File: src/rtl/jii_pkg.sv
package jii_pkg;
  typedef enum logic [2:0] {
    SG_OFF, SG_RST, SG_IRSEL, SG_CHAIN, SG_IRMODE, SG_FRAME, SG_IDLE
  } seg_e;

  typedef enum logic [1:0] {
    PT_HEAD, PT_BODY, PT_TAIL
  } part_e;

  localparam int RST_LEN  = 6;  // five TMS-high clocks, then one low
  localparam int IR_HEAD  = 4;  // Select-DR, Select-IR, Capture-IR, enter Shift-IR
  localparam int DR_HEAD  = 3;  // Select-DR, Capture-DR, enter Shift-DR
  localparam int IDLE_LEN = 2;  // enter Run-Test/Idle, one more idle clock
endpackage

File: src/rtl/jii_word_sel.sv
module jii_word_sel #(
  parameter int          WORD_W     = 32,
  parameter logic [31:0] NOP_WIDE   = 32'hE1A0_0000,
  parameter logic [15:0] NOP_NARROW = 16'h46C0
) (
  input  logic [WORD_W-1:0] word_i,
  input  logic              nop_i,
  input  logic              narrow_i,
  output logic [WORD_W-1:0] word_o
);
  localparam logic [WORD_W-1:0] NARROW_EXT = {{(WORD_W-16){1'b0}}, NOP_NARROW};
  localparam logic [WORD_W-1:0] WIDE_EXT   = NOP_WIDE[WORD_W-1:0];

  always_comb begin
    if (!nop_i)        word_o = word_i;
    else if (narrow_i) word_o = NARROW_EXT;
    else               word_o = WIDE_EXT;
  end
endmodule

File: src/rtl/jii_seq.sv
module jii_seq
  import jii_pkg::*;
#(
  parameter int                WORD_W    = 32,
  parameter int                IR_W      = 4,
  parameter int                SEL_W     = 4,
  parameter logic [IR_W-1:0]   IR_SELECT = 4'h2,
  parameter logic [IR_W-1:0]   IR_MODE   = 4'hC,
  parameter logic [SEL_W-1:0]  CHAIN_NO  = 4'h1
) (
  input  logic              clk,
  input  logic              rst_n,
  input  logic              go_i,
  input  logic              cached_i,
  input  logic              adv_i,
  input  logic [WORD_W-1:0] word_i,
  input  logic              brk_i,
  output logic              tms_o,
  output logic              tdi_o,
  output logic              cap_o,
  output logic              last_o
);
  localparam int CW = $clog2(WORD_W + 2);

  seg_e            seg_q, seg_d;
  part_e           part_q, part_d;
  logic [CW-1:0]   cnt_q, cnt_d;
  logic [CW-1:0]   end_idx;
  logic            at_end;
  logic [IR_W-1:0] ir_sh;
  logic [SEL_W-1:0] sel_sh;
  logic [WORD_W-1:0] w_sh;

  // bit pickers: serial order is LSB first for IR and chain number,
  // MSB first for the frame word (index 1 of the body is word bit WORD_W-1)
  always_comb begin
    ir_sh  = ((seg_q == SG_IRSEL) ? IR_SELECT : IR_MODE) >> cnt_q;
    sel_sh = CHAIN_NO >> cnt_q;
    w_sh   = word_i << (cnt_q - CW'(1));
  end

  // per-clock TMS/TDI for the current position
  always_comb begin
    end_idx = '0;
    tms_o   = 1'b0;
    tdi_o   = 1'b0;
    cap_o   = 1'b0;
    unique case (seg_q)
      SG_RST: begin
        end_idx = CW'(RST_LEN - 1);
        tms_o   = (cnt_q != end_idx);
      end
      SG_IRSEL, SG_IRMODE: begin
        unique case (part_q)
          PT_HEAD: begin end_idx = CW'(IR_HEAD - 1); tms_o = (cnt_q < CW'(2)); end
          PT_BODY: begin
            end_idx = CW'(IR_W - 1);
            tms_o   = (cnt_q == end_idx);
            tdi_o   = ir_sh[0];
          end
          default: begin end_idx = '0; tms_o = 1'b1; end
        endcase
      end
      SG_CHAIN, SG_FRAME: begin
        unique case (part_q)
          PT_HEAD: begin end_idx = CW'(DR_HEAD - 1); tms_o = (cnt_q == '0); end
          PT_BODY: begin
            if (seg_q == SG_CHAIN) begin
              end_idx = CW'(SEL_W - 1);
              tdi_o   = sel_sh[0];
            end else begin
              end_idx = CW'(WORD_W);
              tdi_o   = (cnt_q == '0) ? brk_i : w_sh[WORD_W-1];
              cap_o   = (cnt_q != '0);
            end
            tms_o = (cnt_q == end_idx);
          end
          default: begin end_idx = '0; tms_o = 1'b1; end
        endcase
      end
      SG_IDLE: begin
        end_idx = CW'(IDLE_LEN - 1);
        tms_o   = 1'b0;
      end
      default: end_idx = '0;
    endcase
    at_end = (cnt_q == end_idx);
    last_o = (seg_q == SG_IDLE) && at_end;
  end

  // next position
  always_comb begin
    seg_d  = seg_q;
    part_d = part_q;
    cnt_d  = cnt_q;
    if (go_i) begin
      seg_d  = cached_i ? SG_FRAME : SG_RST;
      part_d = PT_HEAD;
      cnt_d  = '0;
    end else if (adv_i && seg_q != SG_OFF) begin
      if (!at_end) begin
        cnt_d = cnt_q + CW'(1);
      end else begin
        cnt_d = '0;
        unique case (seg_q)
          SG_RST:  begin seg_d = SG_IRSEL; part_d = PT_HEAD; end
          SG_IDLE: seg_d = SG_OFF;
          default: begin
            if (part_q == PT_HEAD)      part_d = PT_BODY;
            else if (part_q == PT_BODY) part_d = PT_TAIL;
            else begin
              part_d = PT_HEAD;
              unique case (seg_q)
                SG_IRSEL:  seg_d = SG_CHAIN;
                SG_CHAIN:  seg_d = SG_IRMODE;
                SG_IRMODE: seg_d = SG_FRAME;
                default:   seg_d = SG_IDLE;
              endcase
            end
          end
        endcase
      end
    end
  end

  always_ff @(posedge clk or negedge rst_n) begin
    if (!rst_n) begin
      seg_q  <= SG_OFF;
      part_q <= PT_HEAD;
      cnt_q  <= '0;
    end else begin
      seg_q  <= seg_d;
      part_q <= part_d;
      cnt_q  <= cnt_d;
    end
  end
endmodule

File: src/rtl/jii_capture.sv
module jii_capture #(
  parameter int WORD_W = 32
) (
  input  logic              clk,
  input  logic              rst_n,
  input  logic              en_i,
  input  logic              bit_i,
  output logic [WORD_W-1:0] word_o
);
  logic [WORD_W-1:0] sh_q, sh_d;

  always_comb sh_d = {sh_q[WORD_W-2:0], bit_i};

  always_ff @(posedge clk or negedge rst_n) begin
    if (!rst_n)    sh_q <= '0;
    else if (en_i) sh_q <= sh_d;
  end

  assign word_o = sh_q;
endmodule

File: src/rtl/jtag_inject.sv
module jtag_inject #(
  parameter int          WORD_W     = 32,
  parameter int          IR_W       = 4,
  parameter int          SEL_W      = 4,
  parameter logic [3:0]  IR_SELECT  = 4'h2,
  parameter logic [3:0]  IR_MODE    = 4'hC,
  parameter logic [3:0]  CHAIN_NO   = 4'h1,
  parameter logic [31:0] NOP_WIDE   = 32'hE1A0_0000,
  parameter logic [15:0] NOP_NARROW = 16'h46C0
) (
  input  logic              clk,
  input  logic              rst_n,
  input  logic              start_i,
  input  logic [WORD_W-1:0] word_i,
  input  logic              brk_i,
  input  logic              nop_i,
  input  logic              thumb_i,
  input  logic              sel_flush_i,
  output logic              busy_o,
  output logic              done_o,
  output logic [WORD_W-1:0] result_o,
  output logic [WORD_W-1:0] last_word_o,
  output logic              last_brk_o,
  output logic              tck_o,
  output logic              tms_o,
  output logic              tdi_o,
  input  logic              tdo_i
);
  // reset: asserted asynchronously, released on a clock edge
  logic [1:0] rsync_q;
  logic       rst_core_n;

  always_ff @(posedge clk or negedge rst_n) begin
    if (!rst_n) rsync_q <= '0;
    else        rsync_q <= {rsync_q[0], 1'b1};
  end
  assign rst_core_n = rsync_q[1];

  logic              busy_q, busy_d;
  logic              ph_q, ph_d;
  logic              tck_q, tck_d, tms_q, tms_d, tdi_q, tdi_d;
  logic              done_q, done_d;
  logic              cache_q, cache_d;
  logic [WORD_W-1:0] lword_q, lword_d, sel_word;
  logic              lbrk_q, lbrk_d;
  logic              accept, adv, fin, use_cache;
  logic              seq_tms, seq_tdi, seq_cap, seq_last;

  jii_word_sel #(
    .WORD_W(WORD_W), .NOP_WIDE(NOP_WIDE), .NOP_NARROW(NOP_NARROW)
  ) u_wsel (
    .word_i(word_i), .nop_i(nop_i), .narrow_i(thumb_i), .word_o(sel_word)
  );

  jii_seq #(
    .WORD_W(WORD_W), .IR_W(IR_W), .SEL_W(SEL_W),
    .IR_SELECT(IR_SELECT[IR_W-1:0]), .IR_MODE(IR_MODE[IR_W-1:0]),
    .CHAIN_NO(CHAIN_NO[SEL_W-1:0])
  ) u_seq (
    .clk(clk), .rst_n(rst_core_n), .go_i(accept), .cached_i(use_cache),
    .adv_i(adv), .word_i(lword_q), .brk_i(lbrk_q),
    .tms_o(seq_tms), .tdi_o(seq_tdi), .cap_o(seq_cap), .last_o(seq_last)
  );

  jii_capture #(.WORD_W(WORD_W)) u_cap (
    .clk(clk), .rst_n(rst_core_n), .en_i(adv & seq_cap), .bit_i(tdo_i),
    .word_o(result_o)
  );

  always_comb begin
    accept    = start_i & ~busy_q;
    use_cache = cache_q & ~sel_flush_i;
    adv       = busy_q & ph_q;
    fin       = adv & seq_last;

    busy_d  = accept | (busy_q & ~fin);
    ph_d    = (busy_q & ~accept) ? ~ph_q : 1'b0;
    done_d  = fin;
    cache_d = sel_flush_i ? 1'b0 : (fin ? 1'b1 : cache_q);
    lword_d = accept ? sel_word : lword_q;
    lbrk_d  = accept ? brk_i : lbrk_q;

    if (busy_q && !ph_q) begin        // low phase: launch the next bit
      tck_d = 1'b0;
      tms_d = seq_tms;
      tdi_d = seq_tdi;
    end else if (busy_q) begin        // high phase: rising edge, hold data
      tck_d = 1'b1;
      tms_d = tms_q;
      tdi_d = tdi_q;
    end else begin
      tck_d = 1'b0;
      tms_d = 1'b0;
      tdi_d = 1'b0;
    end
  end

  always_ff @(posedge clk or negedge rst_core_n) begin
    if (!rst_core_n) begin
      busy_q  <= 1'b0;
      ph_q    <= 1'b0;
      tck_q   <= 1'b0;
      tms_q   <= 1'b0;
      tdi_q   <= 1'b0;
      done_q  <= 1'b0;
      cache_q <= 1'b0;
      lword_q <= '0;
      lbrk_q  <= 1'b0;
    end else begin
      busy_q  <= busy_d;
      ph_q    <= ph_d;
      tck_q   <= tck_d;
      tms_q   <= tms_d;
      tdi_q   <= tdi_d;
      done_q  <= done_d;
      cache_q <= cache_d;
      lword_q <= lword_d;
      lbrk_q  <= lbrk_d;
    end
  end

  assign busy_o      = busy_q;
  assign done_o      = done_q;
  assign tck_o       = tck_q;
  assign tms_o       = tms_q;
  assign tdi_o       = tdi_q;
  assign last_word_o = lword_q;
  assign last_brk_o  = lbrk_q;
endmodule

File: config.mk
export PLATFORM = sky130hd
export DESIGN_NAME = jtag_inject
export DESIGN_NICKNAME = d
export VERILOG_FILES = /design/src/rtl/jii_pkg.sv /design/src/rtl/jii_word_sel.sv /design/src/rtl/jii_seq.sv /design/src/rtl/jii_capture.sv /design/src/rtl/jtag_inject.sv
export SDC_FILE = /design/constraint.sdc
export NUM_CORES = 1
export LEC_CHECK = 0
export ABC_CLOCK_PERIOD_IN_PS = 2600
export BUFFER_PORTS_ARGS = -buffer_cell sky130_fd_sc_hd__buf_2
export CORE_UTILIZATION = 40
export CTS_CLUSTER_DIAMETER = 100
export DETAILED_ROUTE_END_ITERATION = 8
export GPL_TIMING_DRIVEN = 0
export PLACE_DENSITY = 0.64
export SLEW_MARGIN = 15
export SYNTH_ARGS = -nofsm -noshare
export SYNTH_HDL_FRONTEND = slang
export SYNTH_HIERARCHICAL = 1
export SYNTH_SLANG_ARGS = --single-unit
File: constraint.sdc
create_clock -name clk -period 2.6 [get_ports clk]
set_input_delay 0.26 -clock clk [delete_from_list [all_inputs] [get_ports clk]]
set_output_delay 0.26 -clock clk [all_outputs]
set_load 0.005 [all_outputs]
Word level (Yosys, flattened, before mapping)
Cells that the tools add are included.
{"block": "word_totals", "regBits": 85, "inputBits": 40, "output_inout_bits": 70, "elab_cells": 109}
{"block": "op_classes", "add_sub_neg": 2, "order_cmp": 1, "n_eq_ne": 15, "shift": 3, "n_mux": 45, "bitwise": 13, "n_reduce_logical": 16}
{"cell": "$mux 32", "count": 2}
{"cell": "$mux 6", "count": 6}
{"cell": "$shl 32x6->32", "count": 1}
{"cell": "$pmux 6 s4", "count": 1}
{"cell": "$mux 3", "count": 6}
{"cell": "$mux 1", "count": 15}
{"cell": "$eq 6x6->1", "count": 2}
{"cell": "$mux 2", "count": 6}
{"cell": "$pmux 6 s2", "count": 1}
{"cell": "$eq 3x3->1 const B", "count": 3}
{"cell": "$pmux 3 s3", "count": 1}
{"cell": "$ne 4x3->1 const B", "count": 2}
{"cell": "$and 1x1->1", "count": 7}
{"cell": "$add 6x1->6 const B", "count": 1}
{"cell": "$eq 3x2->1 const B", "count": 2}
{"cell": "$eq 6x2->1 const B", "count": 1}
{"cell": "$logic_not 6->1", "count": 1}
{"cell": "$lt 6x2->1 const B", "count": 1}
{"cell": "$ne 6x3->1 const B", "count": 1}
{"cell": "$pmux 1 s2", "count": 3}
{"cell": "$pmux 3 s2", "count": 1}
{"cell": "$reduce_bool 2->1", "count": 3}
{"cell": "$reduce_bool 6->1", "count": 1}
{"cell": "$reduce_or 2->1", "count": 3}
{"cell": "18 further kinds", "count": 24}

Depth between registers and ports, before layout
Gate-level depths: netlist of the first run.
{"block": "logic_depth", "depth_word": 12, "mapped_depth": 13, "ltp_nobuf": 11}

Hierarchy
The synthesis of the first run kept the hierarchy.
{"module": "jtag_inject", "n_inst": 1, "cells_per_inst": 94, "area_each_um2": 1694.1, "seq_area_each_um2": 1051.0}
{"module": "jii_seq", "n_inst": 1, "cells_per_inst": 175, "area_each_um2": 1382.6, "seq_area_each_um2": 275.3}
{"module": "jii_capture", "n_inst": 1, "cells_per_inst": 68, "area_each_um2": 1345.0, "seq_area_each_um2": 800.8}
{"module": "jii_word_sel", "n_inst": 1, "cells_per_inst": 48, "area_each_um2": 262.8, "seq_area_each_um2": 0.0}

Worst setup path before layout of the first run
Ideal clock, no wire load.
{"block": "synth_path", "path_type": "flip-flop to flip-flop", "from": "register u_seq.cnt_q[1]", "to": "register tdi_q, in the netlist tdi_o", "setup_time_ns": 0.120, "arrival_time_ns": 2.465, "required_time_ns": 2.480, "setup_slack_ns": 0.015, "path_stages_with_launch": 13, "n_path_buf": 1, "synth_period_minus_slack_ns": 2.585, "cell_sequence": "dfrtp_1 > buf_2 > inv_1 > ha_1 > xor2_2 > mux4_2 > nand2_1 > nand3_1 > nand3_1 > a31o_1 > a31oi_1 > mux2i_1 > nor2b_1"}
{"block": "synth_between", "elab_chain_len": 7, "word_cells_on_any_way": 11}
{"element": "from (decl)", "line_no": "jii_seq.sv:27", "source": "logic [CW-1:0] cnt_q, cnt_d;"}
{"element": "from (signal assigned)", "line_no": "jii_seq.sv:134", "source": "cnt_q <= cnt_d;"}
{"element": "$sub 6x1->6", "line_no": "jii_seq.sv:39", "source": "w_sh = word_i << (cnt_q - CW'(1));"}
{"element": "$shl 32x6->32", "line_no": "jii_seq.sv:39"}
{"element": "$mux 1", "line_no": "jii_seq.sv:73", "source": "tdi_o = (cnt_q == '0) ? brk_i : w_sh[WORD_W-1];"}
{"element": "$mux 1", "line_no": "jii_seq.sv:68", "source": "if (seg_q == SG_CHAIN) begin"}
{"element": "$mux 1", "line_no": "jii_seq.sv:65", "source": "unique case (part_q)"}
{"element": "$pmux 1 s2 *", "line_no": "jii_seq.sv:48", "source": "unique case (seg_q)"}
{"element": "named net seq_tdi", "line_no": "jtag_inject.sv:47", "source": "logic seq_tms, seq_tdi, seq_cap, seq_last;"}
{"element": "$mux 1 *", "line_no": "jtag_inject.sv:83", "source": "if (busy_q && !ph_q) begin"}
{"element": "to (signal assigned)", "line_no": "jtag_inject.sv:114", "source": "tdi_q <= tdi_d;"}
{"element": "to (decl)", "line_no": "jtag_inject.sv:41", "source": "logic tck_q, tck_d, tms_q, tms_d, tdi_q, tdi_d;"}
Mark *: on every way through the listed nets, which the timed path passes. The rest lies on a longest branch.
A chain may end at the register's enable or synchronous reset.

Worst setup path in the final report of the first run
{"block": "layout_path", "from": "register u_seq.cnt_q[0]", "to": "register tdi_q, in the netlist tdi_o"}
The elaborated chain is that of the path after synthesis.

==> results.json, run 1 <==
{
  "skew_ns": 0.00879,
  "synthMuxAreaShare_pct": 24.5,
  "grt_pass1_vias": 3306,
  "cts_tree": "done",
  "start_util_pct": 41.0,
  "max_slew.worst_pin.slew_ns": 0.687,
  "synth-edff-count": 0,
  "ir_drop_mv": 0.476,
  "synth-main-ff-cell": "dfrtp_1",
  "wl_met2_mm": 5.08,
  "synth_top_family_by_area": "multiplexers",
  "slew_violations": 0,
  "drtAntennaViolNets": 0,
  "worstSetupStartpointType": "flip-flop",
  "cp.required_ns": 2.84,
  "drc": 0,
  "diodes": 0,
  "clk_latency_ns": 0.35,
  "die-area_um2": 12100,
  "synth-seq-area-share_pct": 45.4,
  "routed_wl_mm": 10.5,
  "holdWs_ns": 0.0920,
  "synth_cells": 385,
  "path_clk_slew_ns": 0.06,
  "grt-ovfl-total": 0,
  "fin_nets": 555,
  "wl_met3_um": 428,
  "grt_pass1_wl_mm": 16.7,
  "cts_buffers": 9,
  "synth-xor-area-share_pct": 1.10,
  "numPortBuffers": 109,
  "hold_viol": 0,
  "drv_cap": 0,
  "cts_sinks": 85,
  "drt_iter0_drc": 195,
  "ys_warn_count": 6,
  "crit_type": "flip-flop to flip-flop",
  "antenna_found_initial": 0,
  "p_leak_nw": 2.87,
  "cp_max_fo": 8,
  "h-tree-depth": 3,
  "relSlewSlack_pct": 53.6,
  "synthAdderAreaFrac_pct": 1.07,
  "core_um2": 11400,
  "final_cell_mix": "buf_2, dfrtp_1, mux2_4",
  "synthesis.area_um2": 4680,
  "gp_congestion": 0.874,
  "finalCritPeriodShare_pct": 98.4,
  "layout_commonest_cell": "buf_2",
  "ios": 110,
  "ys_seq_elements": 85,
  "power.density_nw_per_um2": 910,
  "synth_fp_nets": 429,
  "fin_util_pct": 51.8,
  "grt_usage_pct": 18.4,
  "drt_pass1_iterations": 5,
  "met1_length_mm": 4.78,
  "route.detailed.wl_per_inst_um": 16.0,
  "arrival_ns": 2.79,
  "hp-class": "input pin to flip-flop",
  "rsz0062_at_grt": "true",
  "synth_compound_area_share_pct": 8.39,
  "async_flop_share_pct": 100,
  "vias": 3422,
  "outcome": "finished, final reports clean",
  "clock.fmax_mhz": 391,
  "drive_gt1_share_pct": 46.3,
  "area_growth_pct": 26.4,
  "viasPerCell": 5.19,
  "grt_start_max_net_pins": 47,
  "die_y_um": 110,
  "die-width_um": 110,
  "endpoint_kind": "flip-flop",
  "synth-simple-area-share_pct": 13.2,
  "avgSynthCellArea_um2": 12.2,
  "clk_path_buf_depth": 2,
  "highest_layer": "met4",
  "min_period_ns": 2.56,
  "clockRootBuffer": "clkbuf_16",
  "dpl.hpwl_mm": 7.54,
  "row_count": 39,
  "synth_cell_type_count": 53,
  "setup_violations": 0
}
==> layout make-up <==
cell class,instances,area (um^2)
fill,1027,5500
multi-input combinational,258,2330
sequential,85,2130
timing repair buffer,115,613
buffer,25,244
clock buffer,10,229
tap,143,179
clock inverter,6,119
inverter,17,71.3
==> metrics by stage <==
stage | setup WS [ns] | TNS (ns) | cells | power (mW) | instance area (um^2)
2_1_floorplan | 0.0150 | 0 | 385 | 3.16 | 4680
3_3_place_gp | -0.867 | -72.45 | 637 | 3.67 | 5410
3_5_place_dp | -0.508 | -0.746 | 638 | 3.71 | 5440
4_1_cts | 0.000924 | 0 | 656 | 5.34 | 5850
5_1_grt | -0.129 | -0.190 | 659 | 5.70 | 5920
6_report | 0.0408 | 0 | 659 | 5.39 | 5920
==> Yosys cell counts, types with 3 or more instances <==
library cell	instances	area share (%)
dfrtp_1	85	45
xnor2_1	3	0.56
clkbuf_1	7	0.56
buf_2	7	0.75
mux4_2	6	2.9
mux2_2	6	1.4
nor3_1	7	0.75
ha_1	4	1.1
a2111oi_0	3	0.56
o21ai_0	22	2.4
mux2i_1	6	1.3
mux2_4	59	19
nor2b_1	28	3.7
nand2_1	24	1.9
a31oi_1	6	0.80
inv_1	17	1.4
and3_1	3	0.40
and2b_4	3	0.64
nand3_1	13	1.4
buf_12	6	2.6
a21oi_1	8	0.85
buf_6	4	0.96
nor2_1	17	1.4
o41ai_1	4	0.75
nand2b_1	5	0.67
==> report_power, final <==
group          switching [mW]  internal [mW]
Sequential              0.211           1.54
Combinational            1.10           1.03
Clock                   0.553          0.951
Total                    1.86           3.53
==> final timing paths <==
check	from	endpoint	slack (ns)	cells after the start
min	sel_flush_i	cache_q	0.09	2
min in group asynchronous	rst_n	rsync_q[1]	0.21	2
min reg2reg	rsync_q[1]	last_word_o[11]	0.31	0
max reg2reg	u_seq/cnt_q[0]	tdi_o	0.04	11
max	u_seq/cnt_q[0]	tdi_o	0.04	11
max in group asynchronous	rsync_q[1]	u_cap/word_o[17]	1.70	1
==> worst max-delay path, stage by stage (launching register included) <==
cell     delay, ns
dfrtp_2       0.48
inv_4         0.14
ha_4          0.18
xor2_4        0.34
mux4_2        0.57
nand2_1       0.09
nand3_1       0.08
nand3_1       0.10
a31o_1        0.16
a31oi_1       0.09
mux2i_1       0.14
nor2b_1       0.06
==> what timing repair did <==
action / in CTS / in global routing
hold buffers: 1 / 0
gates resized for setup: 12 / 10
setup endpoints to repair: 6 / 35
pin swaps: 0 / 3
hold endpoints to repair: 2 / 0
buffers inserted: 1 / 3
==> state kept, by name, indices dropped and copies added (netlist names) <==
signal,cells
busy_o,1
cache_q,1
done_o,1
last_brk_o,1
last_word_o,32
ph_q,1
rsync_q,2
tck_o,1
tdi_o,1
tms_o,1
u_cap/word_o,32
u_seq/cnt_q,6
u_seq/part_q,2
u_seq/seg_q,3
==> per-layer routing <==
metal / vias up / track usage, %
li1: 1624 / -
met1: 1677 / 24.3
met2: 101 / 29.0
met3: 20 / 3.12
met4: 0 / 9.77
met5: - / 0
==> kinds of logic after synthesis <==
logic type               count (synthesis)
buffers and inverters                   42
adder cells (fa/ha/maj)                  4
flip-flops                              85
AND/OR/NAND/NOR                        113
AO/OA/AOI/OAI                           58
XOR/XNOR                                 5
other                                    1
multiplexers                            77
No activity file was read; power rests on OpenSTA's default activity.
==> run 2, diff against run 1 <==
- ABC_CLOCK_PERIOD_IN_PS: 2600 -> 2100
- clock period: 2.6 -> 2.1 ns (I/O delays scaled with it)
==> run 2 against run 1 <==
The run now ends with negative setup slack left; die area stayed put; flip-flop and latch count unchanged; total power grew 29%; via count grew 3.3%; non-clock buffer count up 18; register-to-register slack lost 0.40 ns; critical endpoint unchanged; first-iteration DRC count is 5.1% lower; wire length grew 5.9%; largest cell class unchanged; sequential share of layout area is 1.8 points lower.
==> results.json, run 2 (synthesized netlist as in run 1, its figures left out) <==
{
  "vias": 3534,
  "clockRootBuffer": "clkbuf_16",
  "cts_tree": "done",
  "core_um2": 11400,
  "grt_pass1_vias": 3460,
  "rsz0062_at_grt": "true",
  "worstSetupStartpointType": "flip-flop",
  "crit_path_start": "u_seq/cnt_q[1]",
  "endpoint_kind": "flip-flop",
  "worst_r2r_path_depth": 13,
  "hp-class": "input pin to flip-flop",
  "highest_layer": "met4",
  "start_util_pct": 41.0,
  "crit_type": "flip-flop to flip-flop",
  "final_cell_mix": "buf_2, dfrtp_1, mux2_4",
  "outcome": "complete, but fails checks",
  "die-width_um": 110,
  "whs_path_depth": 2,
  "ios": 110,
  "clk_path_buf_depth": 2,
  "die_y_um": 110,
  "drv_cap": 0,
  "met1_length_mm": 5.09,
  "route.detailed.wl_per_inst_um": 16.4,
  "drtAntennaViolNets": 0,
  "wl_met3_um": 499,
  "grt_pass1_wl_mm": 17.6,
  "wl_met2_mm": 5.37,
  "slew_violations": 0,
  "grt_start_max_net_pins": 56,
  "fin_nets": 574,
  "violations": "negative setup slack",
  "final_cell_count_no_fill": 678,
  "r2r_end": "tdi_o",
  "p_leak_nw": 3.00,
  "layout_commonest_cell": "buf_2",
  "area_growth_pct": 33.2,
  "drive_gt1_share_pct": 52.0,
  "diodes": 0,
  "numPortBuffers": 109,
  "relSlewSlack_pct": 66.4,
  "cts_sinks": 85,
  "antenna_found_initial": 0,
  "ir_drop_mv": 0.489,
  "fin_setup_tns_ns": -1.76,
  "die-area_um2": 12100,
  "path_clk_slew_ns": 0.06,
  "finalCritPeriodShare_pct": 117,
  "hold_viol": 0,
  "cp_max_fo": 5,
  "r2r_slack_ns": -0.36,
  "dp_worst_setup_slack_ns": -0.983,
  "viasPerCell": 5.21,
  "dp.cells": 638,
  "drt_pass1_iterations": 5,
  "hold_start": "sel_flush_i",
  "cts_buffers": 9,
  "h-tree-depth": 3,
  "gp_congestion": 0.850,
  "grt_usage_pct": 19.4,
  "clk_latency_ns": 0.35,
  "power.density_nw_per_um2": 1120,
  "finalWorstSetupSlack_ns": -0.361,
  "cp.required_ns": 2.34,
  "max_slew.worst_pin.slew_ns": 0.504,
  "dpl.hpwl_mm": 7.77,
  "drt_iter0_drc": 185,
  "arrival_ns": 2.70,
  "setup_violations": 14,
  "grt-ovfl-total": 0,
  "drc": 0,
  "finalPower_mw": 6.97,
  "min_period_ns": 2.46,
  "routed_wl_mm": 11.2,
  "clock.fmax_mhz": 406,
  "row_count": 39,
  "rr_startpoint": "u_seq/cnt_q[1]",
  "min_to": "cache_q",
  "skew_ns": 0.0112
}
## run 2: how the worst max path moves through the flow
stage	end	slack, ns	cells past startpoint
2_1_floorplan	tdi_o	-0.42	12
3_3_place_gp	tdi_o	-1.00	10
3_5_place_dp	tdi_o	-0.98	10
4_1_cts	tdi_o	-0.38	13
5_1_grt	tdi_o	-0.49	13
6_report	tdi_o	-0.36	13
## run 2: metrics by stage
stage / hold slack (ns) / util, % / cell area, um^2
5_1_grt: 0.0310 / 54.6 / 6240
6_report: 0.0390 / 54.6 / 6240
4_1_cts: 0.0267 / 53.1 / 6060
2_1_floorplan: -0.0856 / - / 4710
3_3_place_gp: -0.00370 / 47.6 / 5430
3_5_place_dp: -0.00287 / 47.8 / 5460
## run 2: repair_timing
action,in CTS,in global routing
resized for setup,34,14
setup endpoints to repair,46,44
cloned,1,3
hold buffers,1,0
pin swaps,16,3
buffers inserted,16,7
endpoints found under the hold margin,2,0
## run 2: layout make-up
class	instances	area, um^2
Fill cell	990	5180
Multi-Input combinational cell	259	2460
Sequential cell	85	2130
Timing Repair Buffer	136	840
Buffer	22	248
Clock buffer	10	239
Tap cell	143	179
Clock inverter	6	71.3
Inverter	17	71.3
## run 2: layer usage
layer / global-route usage, % / vias up
li1: - / 1652
met3: 3.06 / 16
met2: 30.4 / 118
met4: 9.21 / 0
met1: 26.3 / 1748
met5: 0 / -
## run 2: where the power goes
group | total (mW) | switching [mW] | internal (mW)
Combinational | 3.17 | 1.55 | 1.62
Clock | 1.63 | 0.671 | 0.961
Sequential | 2.17 | 0.252 | 1.91
## run 2: worst max-delay path, cell delays in order, from the launching register on
cell and delay, ns:
dfrtp_1 0.37, buf_6 0.12, clkinvlp_4 0.14, ha_4 0.22, xor2_4 0.15, buf_12 0.14
mux4_2 0.50, nand2_1 0.11, nand3_2 0.09, nand3_2 0.08, a31o_1 0.16, a31oi_1 0.09
mux2i_1 0.15, nor2b_1 0.06
==> run 3, diff against run 2 <==
- ABC_CLOCK_PERIOD_IN_PS: 2100 -> 2750
- PLACE_DENSITY: 0.64 -> 0.61
- clock period: 2.1 -> 2.75 ns (I/O delays scaled with it)
==> run 3 against run 2 <==
The flow now finishes without violations; count of clock-buffer cells in the layout grew 1; total power fell by 27%; die area did not move; worst setup slack better by 0.45 ns; register-to-register slack gained 0.45 ns; critical path depth fell by 1; sequential power down 23%; first-iteration DRC count is 6.5% lower; clock power decreased by 13%; clock skew fell by 0.0023 ns; cell area down 5.1%; largest cell class unchanged.
==> results.json, run 3 (synthesized netlist as in run 1, its figures left out) <==
{
  "drtAntennaViolNets": 0,
  "h-tree-depth": 3,
  "hold_start": "sel_flush_i",
  "diodes": 0,
  "grt_pass1_wl_mm": 17.1,
  "path_cells": "clkinvlp_4 > ha_1 > buf_4 > mux2i_1 > nand3_1 > nand2_1 > o41ai_1 > nand2_1 > a31o_1 > a31oi_1 > mux2i_1 > nor2b_1",
  "crit_type": "flip-flop to flip-flop",
  "start_util_pct": 41.0,
  "vias": 3449,
  "routed_wl_mm": 10.8,
  "outcome": "finished, final reports clean",
  "post-route-cell-area_um2": 5920,
  "numPortBuffers": 109,
  "antenna_found_initial": 0,
  "drc": 0,
  "p_comb_share_pct": 39.8,
  "arrival_ns": 2.94,
  "ios": 110,
  "grt-ovfl-total": 0,
  "cp.required_ns": 3.02,
  "die-area_um2": 12100,
  "r2r_slack_ns": 0.09,
  "dpl.hpwl_mm": 7.64,
  "route.detailed.wl_per_inst_um": 16.3,
  "core_um2": 11400,
  "viasPerCell": 5.22,
  "row_count": 39,
  "drt_pass1_iterations": 5,
  "hp-class": "input pin to flip-flop",
  "fin_setup_tns_ns": 0,
  "ir_drop_mv": 0.554,
  "grt_pass1_vias": 3327,
  "dpl_cell_area_um2": 5440,
  "sequentialPowerShare_pct": 32.6,
  "busiest_layer": "met2",
  "seqCellArea_um2": 2130,
  "layout_commonest_cell": "buf_2",
  "clockRootBuffer": "clkbuf_16",
  "fin_nets": 557,
  "multi_input_comb_area_um2": 2330,
  "rr_startpoint": "u_seq/cnt_q[0]",
  "fillers": 1046,
  "finalCritPeriodShare_pct": 96.9,
  "worstSetupStartpointType": "flip-flop",
  "die_y_um": 110,
  "path_clk_slew_ns": 0.06,
  "p_leak_nw": 2.86,
  "clock.fmax_mhz": 375,
  "clk_path_buf_depth": 2,
  "gp_congestion": 0.858,
  "drive_gt1_share_pct": 46.3,
  "slew_violations": 0,
  "dp_worst_setup_slack_ns": -0.369,
  "slowest_delay_ns": 0.48,
  "grt_use_met1_pct": 26.2,
  "power.density_nw_per_um2": 863,
  "gr-usage-met3_pct": 5.94,
  "final_cell_mix": "buf_2, dfrtp_1, mux2_4",
  "crit_path_start": "u_seq/cnt_q[0]",
  "met2_usage_pct": 28.0,
  "drt_iter0_drc": 173,
  "swShare_pct": 34.0,
  "slowest_stage": "dfrtp_2",
  "grt_start_max_net_pins": 58,
  "area_growth_pct": 26.4,
  "p_int_mw": 3.38,
  "clk_latency_ns": 0.34,
  "relSlewSlack_pct": 51.7,
  "grt_usage_pct": 18.7,
  "p_clk_share_pct": 27.6,
  "cts_sinks": 85,
  "setup_violations": 0,
  "cts_tree": "done",
  "power_switching_mw": 1.74,
  "rsz0062_at_grt": "true",
  "endpoint_kind": "flip-flop",
  "finalWorstSetupSlack_ns": 0.0866,
  "cp_max_fo": 10,
  "holdWs_ns": 0.106,
  "finalPower_mw": 5.11,
  "drv_cap": 0,
  "min_period_ns": 2.66,
  "die-width_um": 110,
  "cts_buffers": 9,
  "skew_ns": 0.00889,
  "max_slew.worst_pin.slew_ns": 0.716,
  "hold_viol": 0
}
run 3: changes by cell type in the layout (fill, tap and decap cells not counted), sizes merged:
| cell | previous run | this run |
|---|---|---|
| buf | 149 | 133 |
| clkinv | 2 | 0 |
| clkinvlp | 4 | 3 |
| bufinv | 1 | 3 |
run 3: cell type report:
type | instances | area share [%]
Clock inverter | 5 | 1.80
Tap cell | 143 | 3.02
Sequential cell | 85 | 36.0
Clock buffer | 11 | 4.10
Inverter | 17 | 1.20
Multi-Input combinational cell | 259 | 39.3
Timing Repair Buffer | 116 | 10.5
Buffer | 25 | 4.08
run 3: critical path: cells and delay by family (launching register included):
kind / cells / cell delay, ns
adders and majority gates: 1 / 0.38
DFF: 1 / 0.48
buffers and inverters: 2 / 0.39
and+or+nand+nor: 4 / 0.41
muxes: 2 / 0.23
AOI/OAI and AO/OA: 3 / 0.69
run 3: worst paths after layout:
kind,endpoint,cells past startpoint
max in group asynchronous,tms_o,1
worst max register to register,tdi_o,12
worst max-delay path,tdi_o,12
worst min-delay path,cache_q,2
min in group asynchronous,rsync_q[1],2
worst min register to register,last_word_o[12],0
run 3: metal layers:
metal,wire length (um),vias up
met5,0,-
met4,108,0
met3,679,7
met2,4910,130
met1,5070,1696
li1,-,1616
run 3: metrics by stage:
| step | instances | util, % |
|---|---|---|
| after floorplan | 385 | - |
| after global placement | 637 | 47.4 |
| after detailed placement | 638 | 47.6 |
| after CTS | 658 | 51.4 |
| after global routing | 661 | 51.8 |
| final | 661 | 51.8 |
run 3: power groups by stage:
stage | Clock [mW] | Sequential, mW | Combinational [mW]
final | 1.41 | 1.67 | 2.03
after global routing | 1.50 | 1.70 | 2.21
after CTS | 1.45 | 1.67 | 1.95
after detailed placement | 0 | 1.67 | 1.83
after global placement | 0 | 1.68 | 1.80
after floorplan | 0 | 1.64 | 1.34
run 3: what timing repair did:
action | 4_1_cts | 5_1_grt
cloned | 1 | 0
setup endpoints to repair | 5 | 33
setup buffers | 2 | 3
hold buffers | 1 | 0
endpoints found under the hold margin | 2 | 0
gates resized for setup | 9 | 8
